--- src/rtl/gpio_evt_pkg.sv ---
package gpio_evt_pkg;
  localparam int ADDR_W = 3;

  typedef enum logic [ADDR_W-1:0] {
    REG_TYPE    = 3'd0,
    REG_BOTH    = 3'd1,
    REG_ENA     = 3'd2,
    REG_ENA_SET = 3'd3,
    REG_ENA_CLR = 3'd4,
    REG_STAT    = 3'd5
  } evt_reg_e;
endpackage

--- src/rtl/gpio_evt_cfg.sv ---
module gpio_evt_cfg
  import gpio_evt_pkg::*;
#(
  parameter int N = 32
) (
  input  logic              clk,
  input  logic              rst_n,
  input  logic              we,
  input  logic [ADDR_W-1:0] waddr,
  input  logic [N-1:0]      wdata,
  output logic [N-1:0]      evt_type,
  output logic [N-1:0]      both_edge,
  output logic [N-1:0]      ena
);
  logic [N-1:0] type_d, both_d, ena_d;
  logic         type_en, both_en, ena_en;

  always_comb begin
    type_en = 1'b0;
    both_en = 1'b0;
    ena_en  = 1'b0;
    type_d  = evt_type;
    both_d  = both_edge;
    ena_d   = ena;
    if (we) begin
      unique case (waddr)
        REG_TYPE:    begin type_en = 1'b1; type_d = wdata; end
        REG_BOTH:    begin both_en = 1'b1; both_d = wdata; end
        REG_ENA:     begin ena_en = 1'b1; ena_d = wdata; end
        REG_ENA_SET: begin ena_en = 1'b1; ena_d = ena | wdata; end
        REG_ENA_CLR: begin ena_en = 1'b1; ena_d = ena & ~wdata; end
        default:     ;
      endcase
    end
  end

  always_ff @(posedge clk or negedge rst_n) begin
    if (!rst_n) begin
      evt_type  <= '0;
      both_edge <= '0;
      ena       <= '0;
    end else begin
      if (type_en) evt_type  <= type_d;
      if (both_en) both_edge <= both_d;
      if (ena_en)  ena       <= ena_d;
    end
  end
endmodule

--- src/rtl/gpio_evt_detect.sv ---
module gpio_evt_detect #(
  parameter int N = 32
) (
  input  logic         clk,
  input  logic         rst_n,
  input  logic [N-1:0] din,
  input  logic [N-1:0] evt_type,
  input  logic [N-1:0] both_edge,
  output logic [N-1:0] set_vec
);
  logic [N-1:0] din_q;

  always_ff @(posedge clk or negedge rst_n) begin
    if (!rst_n) din_q <= '0;
    else        din_q <= din;
  end

  for (genvar i = 0; i < N; i++) begin : g_bit
    logic rise, fall;
    always_comb begin
      rise = din[i] & ~din_q[i];
      fall = ~din[i] & din_q[i];
      if (!evt_type[i])      set_vec[i] = din[i];
      else if (both_edge[i]) set_vec[i] = rise | fall;
      else                   set_vec[i] = rise;
    end
  end
endmodule

--- src/rtl/gpio_evt_status.sv ---
module gpio_evt_status #(
  parameter int N = 32
) (
  input  logic         clk,
  input  logic         rst_n,
  input  logic [N-1:0] set_vec,
  input  logic [N-1:0] clr_vec,
  input  logic [N-1:0] ena,
  output logic [N-1:0] status,
  output logic         irq
);
  logic [N-1:0] status_d;

  always_comb begin
    status_d = (status & ~clr_vec) | set_vec;
  end

  always_ff @(posedge clk or negedge rst_n) begin
    if (!rst_n) status <= '0;
    else        status <= status_d;
  end

  assign irq = |(status & ena);
endmodule

--- src/rtl/gpio_evt_irq.sv ---
module gpio_evt_irq
  import gpio_evt_pkg::*;
#(
  parameter int N = 32
) (
  input  logic              clk,
  input  logic              rst_n,
  input  logic [N-1:0]      din,
  input  logic              we,
  input  logic [ADDR_W-1:0] waddr,
  input  logic [N-1:0]      wdata,
  input  logic [ADDR_W-1:0] raddr,
  output logic [N-1:0]      rdata,
  output logic              irq
);
  logic       rst_sync;
  logic [1:0] rst_pipe;

  always_ff @(posedge clk or negedge rst_n) begin
    if (!rst_n) rst_pipe <= 2'b00;
    else        rst_pipe <= {rst_pipe[0], 1'b1};
  end
  assign rst_sync = rst_pipe[1];

  logic [N-1:0] evt_type, both_edge, ena, status, set_vec, clr_vec;

  gpio_evt_cfg #(.N(N)) u_cfg (
    .clk(clk), .rst_n(rst_sync), .we(we), .waddr(waddr), .wdata(wdata),
    .evt_type(evt_type), .both_edge(both_edge), .ena(ena)
  );

  gpio_evt_detect #(.N(N)) u_det (
    .clk(clk), .rst_n(rst_sync), .din(din), .evt_type(evt_type),
    .both_edge(both_edge), .set_vec(set_vec)
  );

  assign clr_vec = (we && waddr == REG_STAT) ? wdata : '0;

  gpio_evt_status #(.N(N)) u_stat (
    .clk(clk), .rst_n(rst_sync), .set_vec(set_vec), .clr_vec(clr_vec),
    .ena(ena), .status(status), .irq(irq)
  );

  always_comb begin
    case (raddr)
      REG_TYPE: rdata = evt_type;
      REG_BOTH: rdata = both_edge;
      REG_ENA:  rdata = ena;
      REG_STAT: rdata = status;
      default:  rdata = '0;
    endcase
  end
endmodule

--- config.mk ---
export PLATFORM = sky130hd
export DESIGN_NAME = gpio_evt_irq
export DESIGN_NICKNAME = d
export VERILOG_FILES = /design/src/rtl/gpio_evt_pkg.sv /design/src/rtl/gpio_evt_cfg.sv /design/src/rtl/gpio_evt_detect.sv /design/src/rtl/gpio_evt_status.sv /design/src/rtl/gpio_evt_irq.sv
export SDC_FILE = /design/constraint.sdc
export NUM_CORES = 1
export LEC_CHECK = 0
export ABC_CLOCK_PERIOD_IN_PS = 5700
export BUFFER_PORTS_ARGS = -buffer_cell sky130_fd_sc_hd__buf_4
export CAP_MARGIN = 25
export CORE_MARGIN = 3
export CORE_UTILIZATION = 35
export CTS_CLUSTER_SIZE = 14
export DETAILED_ROUTE_END_ITERATION = 8
export PLACE_DENSITY_LB_ADDON = 0.08
export SETUP_SLACK_MARGIN = 0.15
export SLEW_MARGIN = 25
export SYNTH_ARGS = -nofsm -noshare
export SYNTH_HDL_FRONTEND = slang
export SYNTH_SLANG_ARGS = --single-unit
export TNS_END_PERCENT = 5
--- constraint.sdc ---
create_clock -name clk -period 5.7 [get_ports clk]
set_input_delay 1.14 -clock clk [delete_from_list [all_inputs] [get_ports clk]]
set_output_delay 1.14 -clock clk [all_outputs]
set_load 0.1 [all_outputs]
Word-level counts from Yosys, hierarchy flattened
Index checks and enable logic that the tools add are counted.
{"block": "totals", "elab_cells": 263, "regBits": 162, "output_inout_bits": 33, "inputBits": 73}
{"block": "classes", "mux": 73, "n_reduce_logical": 9, "bitwise": 167, "n_eq_ne": 8}
{"op": "$pmux 32 s4", "count": 1}
{"op": "$and 32x32->32", "count": 3}
{"op": "$pmux 32 s3", "count": 1}
{"op": "$mux 1", "count": 70}
{"op": "$and 1x1->1", "count": 64}
{"op": "$not 1->1", "count": 64}
{"op": "$not 32->32", "count": 2}
{"op": "$or 32x32->32", "count": 2}
{"op": "$mux 32", "count": 1}
{"op": "$or 1x1->1", "count": 32}
{"op": "$reduce_or 32->1", "count": 1}
{"op": "$eq 3x2->1 const B", "count": 3}
{"op": "$eq 3x3->1 const B", "count": 3}
{"op": "$reduce_and 3->1", "count": 3}
{"op": "$eq 3x1->1 const B", "count": 2}
{"op": "$logic_not 3->1", "count": 2}
{"op": "$reduce_bool 3->1", "count": 1}
{"op": "$reduce_or 3->1", "count": 1}
{"op": "$logic_and 1x1->1", "count": 1}

Logic depth before layout (Yosys ltp)
Gate-level depths: netlist of run 1.
{"block": "depth", "depth_word": 6, "depth_mapped": 6, "depth_no_buf": 5}

Cells and area by module
From an unflattened synthesis of run 1, not the netlist that was laid out.
{"block": "unflattened", "hier_cells": 849, "area_unflattened_um2": 9082.5}
{"mod": "gpio_evt_cfg", "seq_area_each_um2": 2402.3, "area_per_inst_um2": 4254.1, "n_inst": 1, "cells_per_inst": 353}
{"mod": "gpio_evt_detect", "seq_area_each_um2": 800.8, "area_per_inst_um2": 2044.5, "n_inst": 1, "cells_per_inst": 224}
{"mod": "gpio_evt_irq", "seq_area_each_um2": 50.0, "area_per_inst_um2": 1458.9, "n_inst": 1, "cells_per_inst": 155}
{"mod": "gpio_evt_status", "seq_area_each_um2": 800.8, "area_per_inst_um2": 1325.0, "n_inst": 1, "cells_per_inst": 117}

Worst setup path after synthesis of run 1
OpenSTA, ideal clock, no wires.
{"block": "synth_path", "kind": "input to output", "from": "input raddr[0]", "to": "output rdata[20]", "setup_slack_ns": 1.972, "t_required_ns": 4.560, "arrival_ns": 2.588, "stages": 4, "path_buffers": 1, "path_cell_list": "nor3_1 clkbuf_1 a22oi_1 nand2_1"}
{"block": "synth_via", "elab_chain_len": 2, "elab_cells_between_ends": 5, "cone_classes": "eq/ne (3); mux (1); reduce/logical (1)"}
{"element": "start, declared", "line": "gpio_evt_irq.sv:12", "source": "input logic [ADDR_W-1:0] raddr,"}
{"element": "$eq 3x3->1 (tied with other cells)", "line": "gpio_evt_irq.sv:45", "source": "case (raddr)"}
{"element": "$pmux 32 s4 (*)", "line": "gpio_evt_irq.sv:45"}
{"element": "end, declared", "line": "gpio_evt_irq.sv:13", "source": "output logic [N-1:0] rdata,"}
Every way passes the cells marked *; elsewhere a longest branch is shown, timed or not.

Final worst setup path of run 1
{"block": "layout_path", "from": "input raddr[0]", "to": "output rdata[16]"}
Same word-level chain as after synthesis.

==> results of run 1 <==
cell usage after synthesis:
master    instances  area (sq um)
mux2_2           48           541
nor4bb_1          1          10.0
a22oi_1          80           601
mux2_4           10           150
nor3b_2           1          12.5
a21oi_1          64           320
mux2i_1          32           320
o21ai_1           3          15.0
buf_2             8          40.0
a221o_1          32           320
dfrtp_1         162          4050
or2b_1            1          7.51
buf_6            10           113
or4_1             1          7.51
nand4_1           4          25.0
conb_1            1          3.75
ha_1             32           400
inv_1            65           244
mux2_1            6          67.6
and3b_1          33           289
and4b_1           1          10.0
nor2b_1          32           200
nor4b_4           1          23.8
buf_4             2          15.0
nor3_1            1          5.00
nand2_1          64           240
o21ai_0          61           305
clkbuf_1         28           105
nor3b_1           1          7.51
per-stage QoR:
step,power [mW],hold WS (ps)
after floorplan,2.09,331
after global placement,2.30,345
after detailed placement,2.33,336
after CTS,3.60,365
after global routing,3.73,392
final,3.56,364
metal layers:
layer	vias up	routed length, microns	track usage (%)
li1	3021	-	-
met1	3303	11200	25.9
met2	198	11600	30.8
met3	27	1340	4.03
met4	0	388	5.51
met5	-	0	0
final timing paths:
check                             from            endpoint  slack, ps  cells past startpoint
max                           raddr[0]           rdata[16]       1620                      6
min                        rst_pipe[0]         rst_pipe[1]        360                      0
max reg2reg                rst_pipe[1]      u_det.din_q[8]       3980                      1
min reg2reg                rst_pipe[0]         rst_pipe[1]        360                      0
max in group asynchronous  rst_pipe[1]      u_det.din_q[8]       3980                      1
min in group asynchronous  rst_pipe[1]  u_cfg.evt_type[12]        440                      0
cell type report:
type	count	area, sq um
Tap cell	319	399
Inverter	65	244
Timing Repair Buffer	117	878
Clock buffer	20	457
Clock inverter	12	180
Sequential cell	162	4060
Fill cell	2276	13500
Multi-Input combinational cell	510	3920
power groups by stage:
stage	sequential, mW	clock [mW]	combinational, mW
finish	1.53	1.25	0.781
CTS	1.53	1.28	0.788
global placement	1.54	0	0.763
detailed placement	1.55	0	0.785
global route	1.56	1.32	0.848
floorplan	1.49	0	0.599
cell families after synthesis:
group	share of synthesized area [%]
multiplexers	12.8
flip-flops	48.0
AND/OR/NAND/NOR	9.92
buffers and inverters	6.11
other	0.0444
adder cells (fa/ha/maj)	4.74
AO/OA/AOI/OAI	18.5
flip-flops by register name (all words and copies together), names as in the netlist:
name	count
u_cfg.ena	32
u_cfg.both_edge	32
u_stat.status	32
rst_pipe	2
u_cfg.evt_type	32
u_det.din_q	32
==> flow_results.xml, run 1 <==
<?xml version="1.0" encoding="UTF-8"?>
<metrics>
  <group name="grt">
    <metric name="global_route_usage_sum" unit="%">19.1</metric>
    <metric name="antenna_found_initial" unit="">0</metric>
    <metric name="first_global_vias" unit="">6776</metric>
    <metric name="grt_start_max_net_pins" unit="">100</metric>
    <metric name="grt_overflow" unit="">0</metric>
    <metric name="grt_pass1_wl" unit="microns">38800</metric>
  </group>
  <group name="power_and_ir_drop">
    <metric name="power.net_switching" unit="mW">1.16</metric>
    <metric name="seq_power_share" unit="%">42.9</metric>
    <metric name="p_leak" unit="nW">4.58</metric>
    <metric name="power-per-cell-area" unit="mW/mm^2">351</metric>
    <metric name="pwr-share-clk" unit="%">35.1</metric>
    <metric name="internal_power" unit="mW">2.40</metric>
    <metric name="vdd.ir_drop.worst" unit="uV">195</metric>
    <metric name="power.combinational.fraction" unit="%">21.9</metric>
    <metric name="switching_power_share_of_the_total" unit="%">32.7</metric>
  </group>
  <group name="route">
    <metric name="1st_pass_router_iterations" unit="">7</metric>
    <metric name="antenna_violating_nets_remaining" unit="">0</metric>
    <metric name="post-route-drc-count" unit="">0</metric>
    <metric name="postRouteWirelength" unit="microns">24600</metric>
    <metric name="first_iter_violations" unit="">411</metric>
    <metric name="post_drt_via_cell_ratio" unit="">5.43</metric>
    <metric name="detailroute.via_count" unit="">6549</metric>
    <metric name="wl_per_cell" unit="microns">20.4</metric>
  </group>
  <group name="timing">
    <metric name="fin_crit" unit="ps">4080</metric>
    <metric name="hold_violations" unit="">0</metric>
    <metric name="worst_max_slew_pin_slew" unit="ps">1010</metric>
    <metric name="post_route_clock_skew" unit="ps">9.70</metric>
    <metric name="finalSetupViolCount" unit="">0</metric>
    <metric name="setup_repair_after_global_routing_missed_its_margin" unit="">no</metric>
    <metric name="slew_headroom" unit="%">32.1</metric>
    <metric name="worst_slack" unit="ps">1620</metric>
    <metric name="max_freq" unit="MHz">245</metric>
    <metric name="sum_neg_setup_slack" unit="ps">0</metric>
    <metric name="max_slew_violations" unit="">0</metric>
    <metric name="period_share" unit="%">71.6</metric>
  </group>
  <group name="worst_setup_path">
    <metric name="cp_slowest_stage_delay" unit="ps">760</metric>
    <metric name="worstSetupPathType" unit="">primary input to output pin</metric>
    <metric name="critPathBufInv" unit="">3</metric>
    <metric name="slowest_stage" unit="">nor3_2</metric>
    <metric name="critical-path-top-delay-family" unit="">simple AND/OR/NAND/NOR gates</metric>
    <metric name="timing.critical_path.arrival" unit="ps">2940</metric>
    <metric name="setup.worst_path.start_class" unit="">primary input</metric>
    <metric name="crit_path_frequent_cell" unit="">buf_4</metric>
    <metric name="end_kind" unit="">output pin</metric>
    <metric name="timing.critical_path.cells" unit="">buf_4, nor3_2, buf_4, a22oi_1, nand2_1, buf_4</metric>
    <metric name="cp_max_fo" unit="">11</metric>
    <metric name="critical_path_required" unit="ps">4560</metric>
  </group>
  <group name="final_layout">
    <metric name="most_used_cells_in_the_layout_excluding_fill_and_tap_cells" unit="">dfrtp_1, buf_4, a22oi_1</metric>
    <metric name="layout.nets" unit="">978</metric>
    <metric name="most_common_library_cell_in_the_layout_ignoring_fill_and_taps" unit="">dfrtp_1</metric>
    <metric name="flow.area_growth_from_synthesis" unit="%">19.9</metric>
    <metric name="fin_util" unit="%">42.9</metric>
    <metric name="final_area" unit="sq mm">0.0101</metric>
    <metric name="drive_gt1_share" unit="%">24.2</metric>
    <metric name="diodes" unit="">0</metric>
    <metric name="post_layout_nonfiller_instances" unit="">1205</metric>
  </group>
  <group name="die">
    <metric name="effective_utilization_at_floorplan" unit="%">35.8</metric>
    <metric name="die_h" unit="microns">161</metric>
    <metric name="fp.dieArea" unit="sq mm">0.0261</metric>
    <metric name="io-pin-count" unit="">106</metric>
    <metric name="rows" unit="">56</metric>
    <metric name="core-area" unit="sq mm">0.0236</metric>
    <metric name="fp.dieW" unit="microns">161</metric>
  </group>
  <group name="placement">
    <metric name="hpwl" unit="microns">16000</metric>
    <metric name="buffer_ports.inserted" unit="">105</metric>
    <metric name="post_dp_cell_area" unit="sq mm">0.00949</metric>
    <metric name="place.detailed.instances" unit="">1173</metric>
    <metric name="placement.setup.worst_slack" unit="ps">1510</metric>
    <metric name="finalWeightedCongestion" unit="">0.821</metric>
  </group>
  <group name="synthesis">
    <metric name="synth-seq-cells" unit="">162</metric>
    <metric name="synth_warnings" unit="">0</metric>
    <metric name="synth_seq_area_share" unit="%">48.0</metric>
    <metric name="syn-cell-area" unit="sq mm">0.00845</metric>
    <metric name="synth_area_per_cell" unit="sq um">10.8</metric>
    <metric name="synth_cells" unit="">785</metric>
    <metric name="mappedNetlistNets" unit="">890</metric>
    <metric name="synth.lib_cells_used.distinct" unit="">29</metric>
  </group>
  <group name="clock_network">
    <metric name="clock-sinks" unit="">162</metric>
    <metric name="clockRootBuffer" unit="">clkbuf_16</metric>
    <metric name="tritoncts_clock_tree" unit="">built</metric>
    <metric name="clock_path_buffers" unit="">2</metric>
    <metric name="clkSlewWorstSetupHoldPaths" unit="ps">70</metric>
    <metric name="tritoncts.num_buffers" unit="">17</metric>
    <metric name="worst_skew_pair.late_latency" unit="ps">430</metric>
    <metric name="cts_hold_repair.buffers" unit="">0</metric>
    <metric name="number_of_levels_the_h_tree_was_split_into" unit="">4</metric>
    <metric name="post-cts-setup-buffer-count" unit="">0</metric>
    <metric name="post_cts_sizing_count" unit="">0</metric>
  </group>
  <group name="status">
    <metric name="run_status" unit="">completed</metric>
  </group>
  <group name="job">
    <metric name="drv.max_cap_violation_count" unit="">0</metric>
  </group>
  <group name="hold_path">
    <metric name="hp-class" unit="">register to register</metric>
  </group>
</metrics>
No activity file was read; power rests on OpenSTA's default activity.
==> inputs of run 2 (changes only) <==
--- a/config.mk
+++ b/config.mk
@@ -5,7 +5,7 @@
 export SDC_FILE = /design/constraint.sdc
 export NUM_CORES = 1
 export LEC_CHECK = 0
-export ABC_CLOCK_PERIOD_IN_PS = 5700
+export ABC_CLOCK_PERIOD_IN_PS = 3700
 export BUFFER_PORTS_ARGS = -buffer_cell sky130_fd_sc_hd__buf_4
 export CAP_MARGIN = 25
 export CORE_MARGIN = 3
==> constraint.sdc (replaced) <==
create_clock -name clk -period 3.7 [get_ports clk]
set_input_delay 0.74 -clock clk [delete_from_list [all_inputs] [get_ports clk]]
set_output_delay 0.74 -clock clk [all_outputs]
set_load 0.1 [all_outputs]
==> run 2 against run 1 <==
Against the previous run:
- routed wire length shrank 2.1%
- sequential cell count unchanged
- first-iteration DRC count decreased by 10%
- critical path type is now register to output pin
- largest power group unchanged
==> flow_results.xml, run 2 (same netlist as run 1, synthesis figures left out) <==
<?xml version="1.0" encoding="UTF-8"?>
<metrics>
  <group name="placement">
    <metric name="hpwl" unit="microns">15700</metric>
    <metric name="buffer_ports.inserted" unit="">105</metric>
    <metric name="placement.setup.worst_slack" unit="ps">849</metric>
    <metric name="finalWeightedCongestion" unit="">0.773</metric>
  </group>
  <group name="final_layout">
    <metric name="most_used_cells_in_the_layout_excluding_fill_and_tap_cells" unit="">dfrtp_1, buf_4, a22oi_1</metric>
    <metric name="drive_gt1_share" unit="%">24.2</metric>
    <metric name="most_common_library_cell_in_the_layout_ignoring_fill_and_taps" unit="">dfrtp_1</metric>
    <metric name="flow.area_growth_from_synthesis" unit="%">20.1</metric>
    <metric name="layout.nets" unit="">980</metric>
    <metric name="layout.filler_cells" unit="">2257</metric>
    <metric name="diodes" unit="">0</metric>
  </group>
  <group name="die">
    <metric name="fp.dieW" unit="microns">161</metric>
    <metric name="core-area" unit="sq mm">0.0236</metric>
    <metric name="fp.dieArea" unit="sq mm">0.0261</metric>
    <metric name="io-pin-count" unit="">106</metric>
    <metric name="rows" unit="">56</metric>
    <metric name="die_h" unit="microns">161</metric>
    <metric name="effective_utilization_at_floorplan" unit="%">35.8</metric>
  </group>
  <group name="timing">
    <metric name="fin_crit" unit="ps">2940</metric>
    <metric name="sum_neg_setup_slack" unit="ps">0</metric>
    <metric name="worst_slack" unit="ps">760</metric>
    <metric name="hold_violations" unit="">0</metric>
    <metric name="finalSetupViolCount" unit="">0</metric>
    <metric name="setup_repair_after_global_routing_missed_its_margin" unit="">no</metric>
    <metric name="max_freq" unit="MHz">340</metric>
    <metric name="slew_headroom" unit="%">56.2</metric>
    <metric name="post_route_clock_skew" unit="ps">7.78</metric>
    <metric name="period_share" unit="%">79.5</metric>
    <metric name="worst_max_slew_pin_slew" unit="ps">657</metric>
    <metric name="max_slew_violations" unit="">0</metric>
  </group>
  <group name="worst_setup_path">
    <metric name="slowest_stage" unit="">or4_1</metric>
    <metric name="worstSetupPathType" unit="">register to output pin</metric>
    <metric name="timing.critical_path.cells" unit="">a22oi_1, nand4_1, or4_1, buf_4</metric>
    <metric name="reg2reg_setup_slack" unit="ps">2520</metric>
    <metric name="critical_path_required" unit="ps">2960</metric>
    <metric name="cp_max_fo" unit="">4</metric>
    <metric name="setup.worst_path.start_class" unit="">register</metric>
    <metric name="cp_slowest_stage_delay" unit="ps">580</metric>
    <metric name="end_kind" unit="">output pin</metric>
    <metric name="timing.critical_path.arrival" unit="ps">2200</metric>
  </group>
  <group name="clock_network">
    <metric name="tritoncts.num_buffers" unit="">17</metric>
    <metric name="cts_hold_repair.buffers" unit="">0</metric>
    <metric name="clock-sinks" unit="">162</metric>
    <metric name="clkSlewWorstSetupHoldPaths" unit="ps">70</metric>
    <metric name="clockRootBuffer" unit="">clkbuf_16</metric>
    <metric name="tritoncts_clock_tree" unit="">built</metric>
    <metric name="clock_path_buffers" unit="">2</metric>
    <metric name="post_cts_sizing_count" unit="">0</metric>
    <metric name="worst_skew_pair.late_latency" unit="ps">430</metric>
    <metric name="number_of_levels_the_h_tree_was_split_into" unit="">4</metric>
    <metric name="post-cts-setup-buffer-count" unit="">0</metric>
  </group>
  <group name="grt">
    <metric name="grt_pass1_wl" unit="microns">38800</metric>
    <metric name="global_route_usage_sum" unit="%">18.9</metric>
    <metric name="first_global_vias" unit="">6861</metric>
    <metric name="antenna_found_initial" unit="">0</metric>
    <metric name="grt_overflow" unit="">0</metric>
    <metric name="grt_start_max_net_pins" unit="">100</metric>
  </group>
  <group name="power_and_ir_drop">
    <metric name="design_power_total" unit="mW">5.46</metric>
    <metric name="power-per-cell-area" unit="mW/mm^2">538</metric>
    <metric name="vdd.ir_drop.worst" unit="uV">238</metric>
    <metric name="p_leak" unit="nW">4.59</metric>
  </group>
  <group name="route">
    <metric name="antenna_violating_nets_remaining" unit="">0</metric>
    <metric name="wl_per_cell" unit="microns">20.0</metric>
    <metric name="1st_pass_router_iterations" unit="">5</metric>
    <metric name="first_iter_violations" unit="">368</metric>
    <metric name="postRouteWirelength" unit="microns">24100</metric>
    <metric name="post-route-drc-count" unit="">0</metric>
    <metric name="detailroute.via_count" unit="">6464</metric>
    <metric name="post_drt_via_cell_ratio" unit="">5.36</metric>
  </group>
  <group name="job">
    <metric name="drv.max_cap_violation_count" unit="">0</metric>
  </group>
  <group name="status">
    <metric name="run_status" unit="">completed</metric>
  </group>
  <group name="hold_path">
    <metric name="hp-class" unit="">primary input to asynchronous set/reset pin</metric>
  </group>
</metrics>
run 2: per-stage QoR:
stage / std cells / util [%] / area, sq um / hold slack [ps]
2_1_floorplan: 785 / - / 8450 / 331
3_3_place_gp: 1175 / 40.3 / 9520 / 225
3_5_place_dp: 1175 / 40.3 / 9520 / 231
4_1_cts: 1207 / 43.0 / 10100 / 57.6
5_1_grt: 1207 / 43.0 / 10100 / 50.3
6_report: 1207 / 43.0 / 10100 / 76.7
run 2: where the power goes:
group          internal, mW  leakage [nW]  switching, mW
clock                  1.15         0.293          0.751
combinational         0.473          2.48          0.737
sequential             2.05          1.81          0.294
total                  3.67          4.59           1.78
run 2: cell type report:
type	count	area, sq um	share of cell area, %
Timing Repair Buffer	119	906	8.93
Clock inverter	12	181	1.79
Inverter	65	244	2.40
Clock buffer	20	447	4.40
Multi-Input combinational cell	510	3920	38.6
Sequential cell	162	4060	40.0
Tap cell	319	399	3.93
run 2: critical path: cells and delay by family (launching register included):
family | cells | cell delay, ps
DFF | 1 | 430
AOI/OAI and AO/OA | 1 | 270
and+or+nand+nor | 2 | 790
buffers and inverters | 1 | 270
run 2: final timing paths:
| kind | start | endpoint | depth (start not counted) |
|---|---|---|---|
| min | rst_n | rst_pipe[1] | 1 |
| max | u_cfg.ena[22] | irq | 4 |
| min in group clk | rst_pipe[0] | rst_pipe[1] | 0 |
| max reg2reg | u_det.din_q[9] | u_stat.status[9] | 4 |
| min reg2reg | rst_pipe[1] | u_det.din_q[12] | 0 |
| max in group asynchronous | rst_pipe[1] | u_cfg.ena[29] | 1 |
run 2: metal layers:
layer | track usage, % | up-vias | wire length, microns
li1 | - | 3027 | -
met1 | 25.5 | 3265 | 11100
met2 | 30.8 | 147 | 11500
met3 | 4.36 | 25 | 1170
met4 | 4.93 | 0 | 331
met5 | 0 | - | 0
==> inputs of run 3 (changes only) <==
--- a/config.mk
+++ b/config.mk
@@ -5,7 +5,7 @@
 export SDC_FILE = /design/constraint.sdc
 export NUM_CORES = 1
 export LEC_CHECK = 0
-export ABC_CLOCK_PERIOD_IN_PS = 3700
+export ABC_CLOCK_PERIOD_IN_PS = 2500
 export BUFFER_PORTS_ARGS = -buffer_cell sky130_fd_sc_hd__buf_4
 export CAP_MARGIN = 25
 export CORE_MARGIN = 3
==> constraint.sdc (replaced) <==
create_clock -name clk -period 2.5 [get_ports clk]
set_input_delay 0.5 -clock clk [delete_from_list [all_inputs] [get_ports clk]]
set_output_delay 0.5 -clock clk [all_outputs]
set_load 0.1 [all_outputs]
==> run 3 against run 2 <==
Against the previous run:
- hold slack better by 76 ps
- critical path depth is the same
- count of clock-buffer cells in the layout up 2
- global-route usage rose by 0.80 points
- sequential power increased by 48%
- non-clock buffer count increased by 8
- sequential share of layout area decreased by 0.64 points
- die area unchanged
- register-to-register slack got worse by 1200 ps
- sequential cell count is the same
- combinational power up 53%
- critical path type unchanged
- clock power rose by 44%
==> flow_results.xml, run 3 (same netlist as run 1, synthesis figures left out) <==
<?xml version="1.0" encoding="UTF-8"?>
<metrics>
  <group name="status">
    <metric name="run_status" unit="">completed</metric>
  </group>
  <group name="final_layout">
    <metric name="flow.area_growth_from_synthesis" unit="%">22.1</metric>
    <metric name="layout.nets" unit="">988</metric>
    <metric name="drive_gt1_share" unit="%">25.2</metric>
    <metric name="diodes" unit="">0</metric>
    <metric name="most_common_library_cell_in_the_layout_ignoring_fill_and_taps" unit="">dfrtp_1</metric>
    <metric name="fin_util" unit="%">43.7</metric>
    <metric name="most_used_cells_in_the_layout_excluding_fill_and_tap_cells" unit="">dfrtp_1, buf_4, a22oi_1, inv_1</metric>
  </group>
  <group name="clock_network">
    <metric name="clock_path_buffers" unit="">2</metric>
    <metric name="tritoncts_clock_tree" unit="">built</metric>
    <metric name="clockRootBuffer" unit="">clkbuf_16</metric>
    <metric name="number_of_levels_the_h_tree_was_split_into" unit="">4</metric>
    <metric name="tritoncts.num_buffers" unit="">17</metric>
    <metric name="clkSlewWorstSetupHoldPaths" unit="ps">60</metric>
    <metric name="clock-sinks" unit="">162</metric>
    <metric name="worst_skew_pair.late_latency" unit="ps">420</metric>
  </group>
  <group name="timing">
    <metric name="hold_violations" unit="">0</metric>
    <metric name="max_freq" unit="MHz">404</metric>
    <metric name="sum_neg_setup_slack" unit="ps">0</metric>
    <metric name="period_share" unit="%">99.0</metric>
    <metric name="worst_max_slew_pin_slew" unit="ps">621</metric>
    <metric name="finalSetupViolCount" unit="">0</metric>
    <metric name="setup_repair_after_global_routing_missed_its_margin" unit="">yes</metric>
    <metric name="post_route_clock_skew" unit="ps">7.96</metric>
    <metric name="fin_crit" unit="ps">2480</metric>
    <metric name="worst_slack" unit="ps">24.2</metric>
    <metric name="slew_headroom" unit="%">58.6</metric>
    <metric name="max_slew_violations" unit="">0</metric>
  </group>
  <group name="route">
    <metric name="wl_per_cell" unit="microns">20.6</metric>
    <metric name="post-route-drc-count" unit="">0</metric>
    <metric name="first_iter_violations" unit="">383</metric>
    <metric name="1st_pass_router_iterations" unit="">4</metric>
    <metric name="detailroute.via_count" unit="">6522</metric>
    <metric name="post_drt_via_cell_ratio" unit="">5.37</metric>
    <metric name="postRouteWirelength" unit="microns">25100</metric>
    <metric name="antenna_violating_nets_remaining" unit="">0</metric>
  </group>
  <group name="placement">
    <metric name="buffer_ports.inserted" unit="">105</metric>
    <metric name="placement.setup.worst_slack" unit="ps">248</metric>
    <metric name="finalWeightedCongestion" unit="">0.805</metric>
    <metric name="hpwl" unit="microns">16500</metric>
  </group>
  <group name="grt">
    <metric name="grt_pass1_wl" unit="microns">40300</metric>
    <metric name="global_route_usage_sum" unit="%">19.7</metric>
    <metric name="grt_start_max_net_pins" unit="">65</metric>
    <metric name="grt_overflow" unit="">0</metric>
    <metric name="antenna_found_initial" unit="">0</metric>
    <metric name="first_global_vias" unit="">7125</metric>
  </group>
  <group name="power_and_ir_drop">
    <metric name="design_power_total" unit="mW">8.06</metric>
    <metric name="p_leak" unit="nW">4.65</metric>
    <metric name="vdd.ir_drop.worst" unit="uV">397</metric>
    <metric name="power-per-cell-area" unit="mW/mm^2">780</metric>
  </group>
  <group name="die">
    <metric name="effective_utilization_at_floorplan" unit="%">35.8</metric>
    <metric name="rows" unit="">56</metric>
    <metric name="io-pin-count" unit="">106</metric>
    <metric name="fp.dieW" unit="microns">161</metric>
    <metric name="die_h" unit="microns">161</metric>
    <metric name="fp.dieArea" unit="sq mm">0.0261</metric>
    <metric name="core-area" unit="sq mm">0.0236</metric>
  </group>
  <group name="hold_path">
    <metric name="hp-class" unit="">register to asynchronous set/reset pin</metric>
  </group>
  <group name="worst_setup_path">
    <metric name="worst_r2r_startpoint" unit="">u_det.din_q[24]</metric>
    <metric name="timing.critical_path.arrival" unit="ps">1980</metric>
    <metric name="worstSetupPathType" unit="">register to output pin</metric>
    <metric name="crit_start" unit="">u_cfg.ena[24]</metric>
    <metric name="cp_max_fo" unit="">4</metric>
    <metric name="setup.worst_path.start_class" unit="">register</metric>
    <metric name="critical_path_required" unit="ps">2000</metric>
    <metric name="end_kind" unit="">output pin</metric>
  </group>
  <group name="job">
    <metric name="drv.max_cap_violation_count" unit="">0</metric>
  </group>
</metrics>
run 3: cell count changes in the layout (fill, tap and decap cells not counted), sizes merged:
cell         previous run  this run
buf                   119       126
clkbuf                 20        22
clkinvlp                4         2
clkinv                  3         4
dlygate4sd3             0         1
inv                    66        65
run 3: metal layers:
layer	track usage (%)	part of all wire [%]	vias to the layer above
met5	0	0	-
met4	6.45	2.1	0
met3	3.23	4.3	32
met2	32.3	48	160
met1	26.7	46	3291
li1	-	-	3039
run 3: final cells by class:
| cell class | instances | area [sq um] |
|---|---|---|
| Clock buffer | 22 | 444 |
| Clock inverter | 10 | 159 |
| Fill cell | 2240 | 13300 |
| Inverter | 65 | 244 |
| Multi-Input combinational cell | 510 | 3950 |
| Sequential cell | 162 | 4060 |
| Tap cell | 319 | 399 |
| Timing Repair Buffer | 127 | 1070 |
run 3: worst max-delay path, stage by stage, from the launching register on:
cell and delay (ps):
dfrtp_1 410, a22oi_2 220, nand4_1 120, or4_4 600
buf_12 190
run 3: through the flow:
stage               instances  hold slack [ps]  area (sq um)
floorplan                 785              204          8460
detailed placement       1181              145          9650
global placement         1181              141          9650
global route             1215              159         10300
finish                   1215              152         10300
CTS                      1214              153         10300
run 3: power breakdown:
part / leakage, nW / switching, mW / internal, mW
registers: 1.81 / 0.429 / 3.03
logic: 2.55 / 1.12 / 0.733
clock network: 0.288 / 1.07 / 1.67
total: 4.65 / 2.62 / 5.44
run 3: repair_timing:
| action | in CTS | in global routing |
|---|---|---|
| pin swaps | 1 | 0 |
| endpoints found under the hold margin | 2 | 0 |
| hold buffers | 1 | 0 |
| setup buffers | 0 | 1 |
| endpoints found under the setup margin | 1 | 1 |
| resized for setup | 10 | 2 |
run 3: final timing paths:
path | slack, ps | to | depth (start not counted)
max | 20 | irq | 4
min | 150 | u_det.din_q[17] | 0
max reg2reg | 1310 | u_stat.status[24] | 4
min reg2reg | 150 | u_det.din_q[17] | 0
max in group asynchronous | 1510 | u_cfg.ena[27] | 1
min in group clk | 200 | u_det.din_q[4] | 1
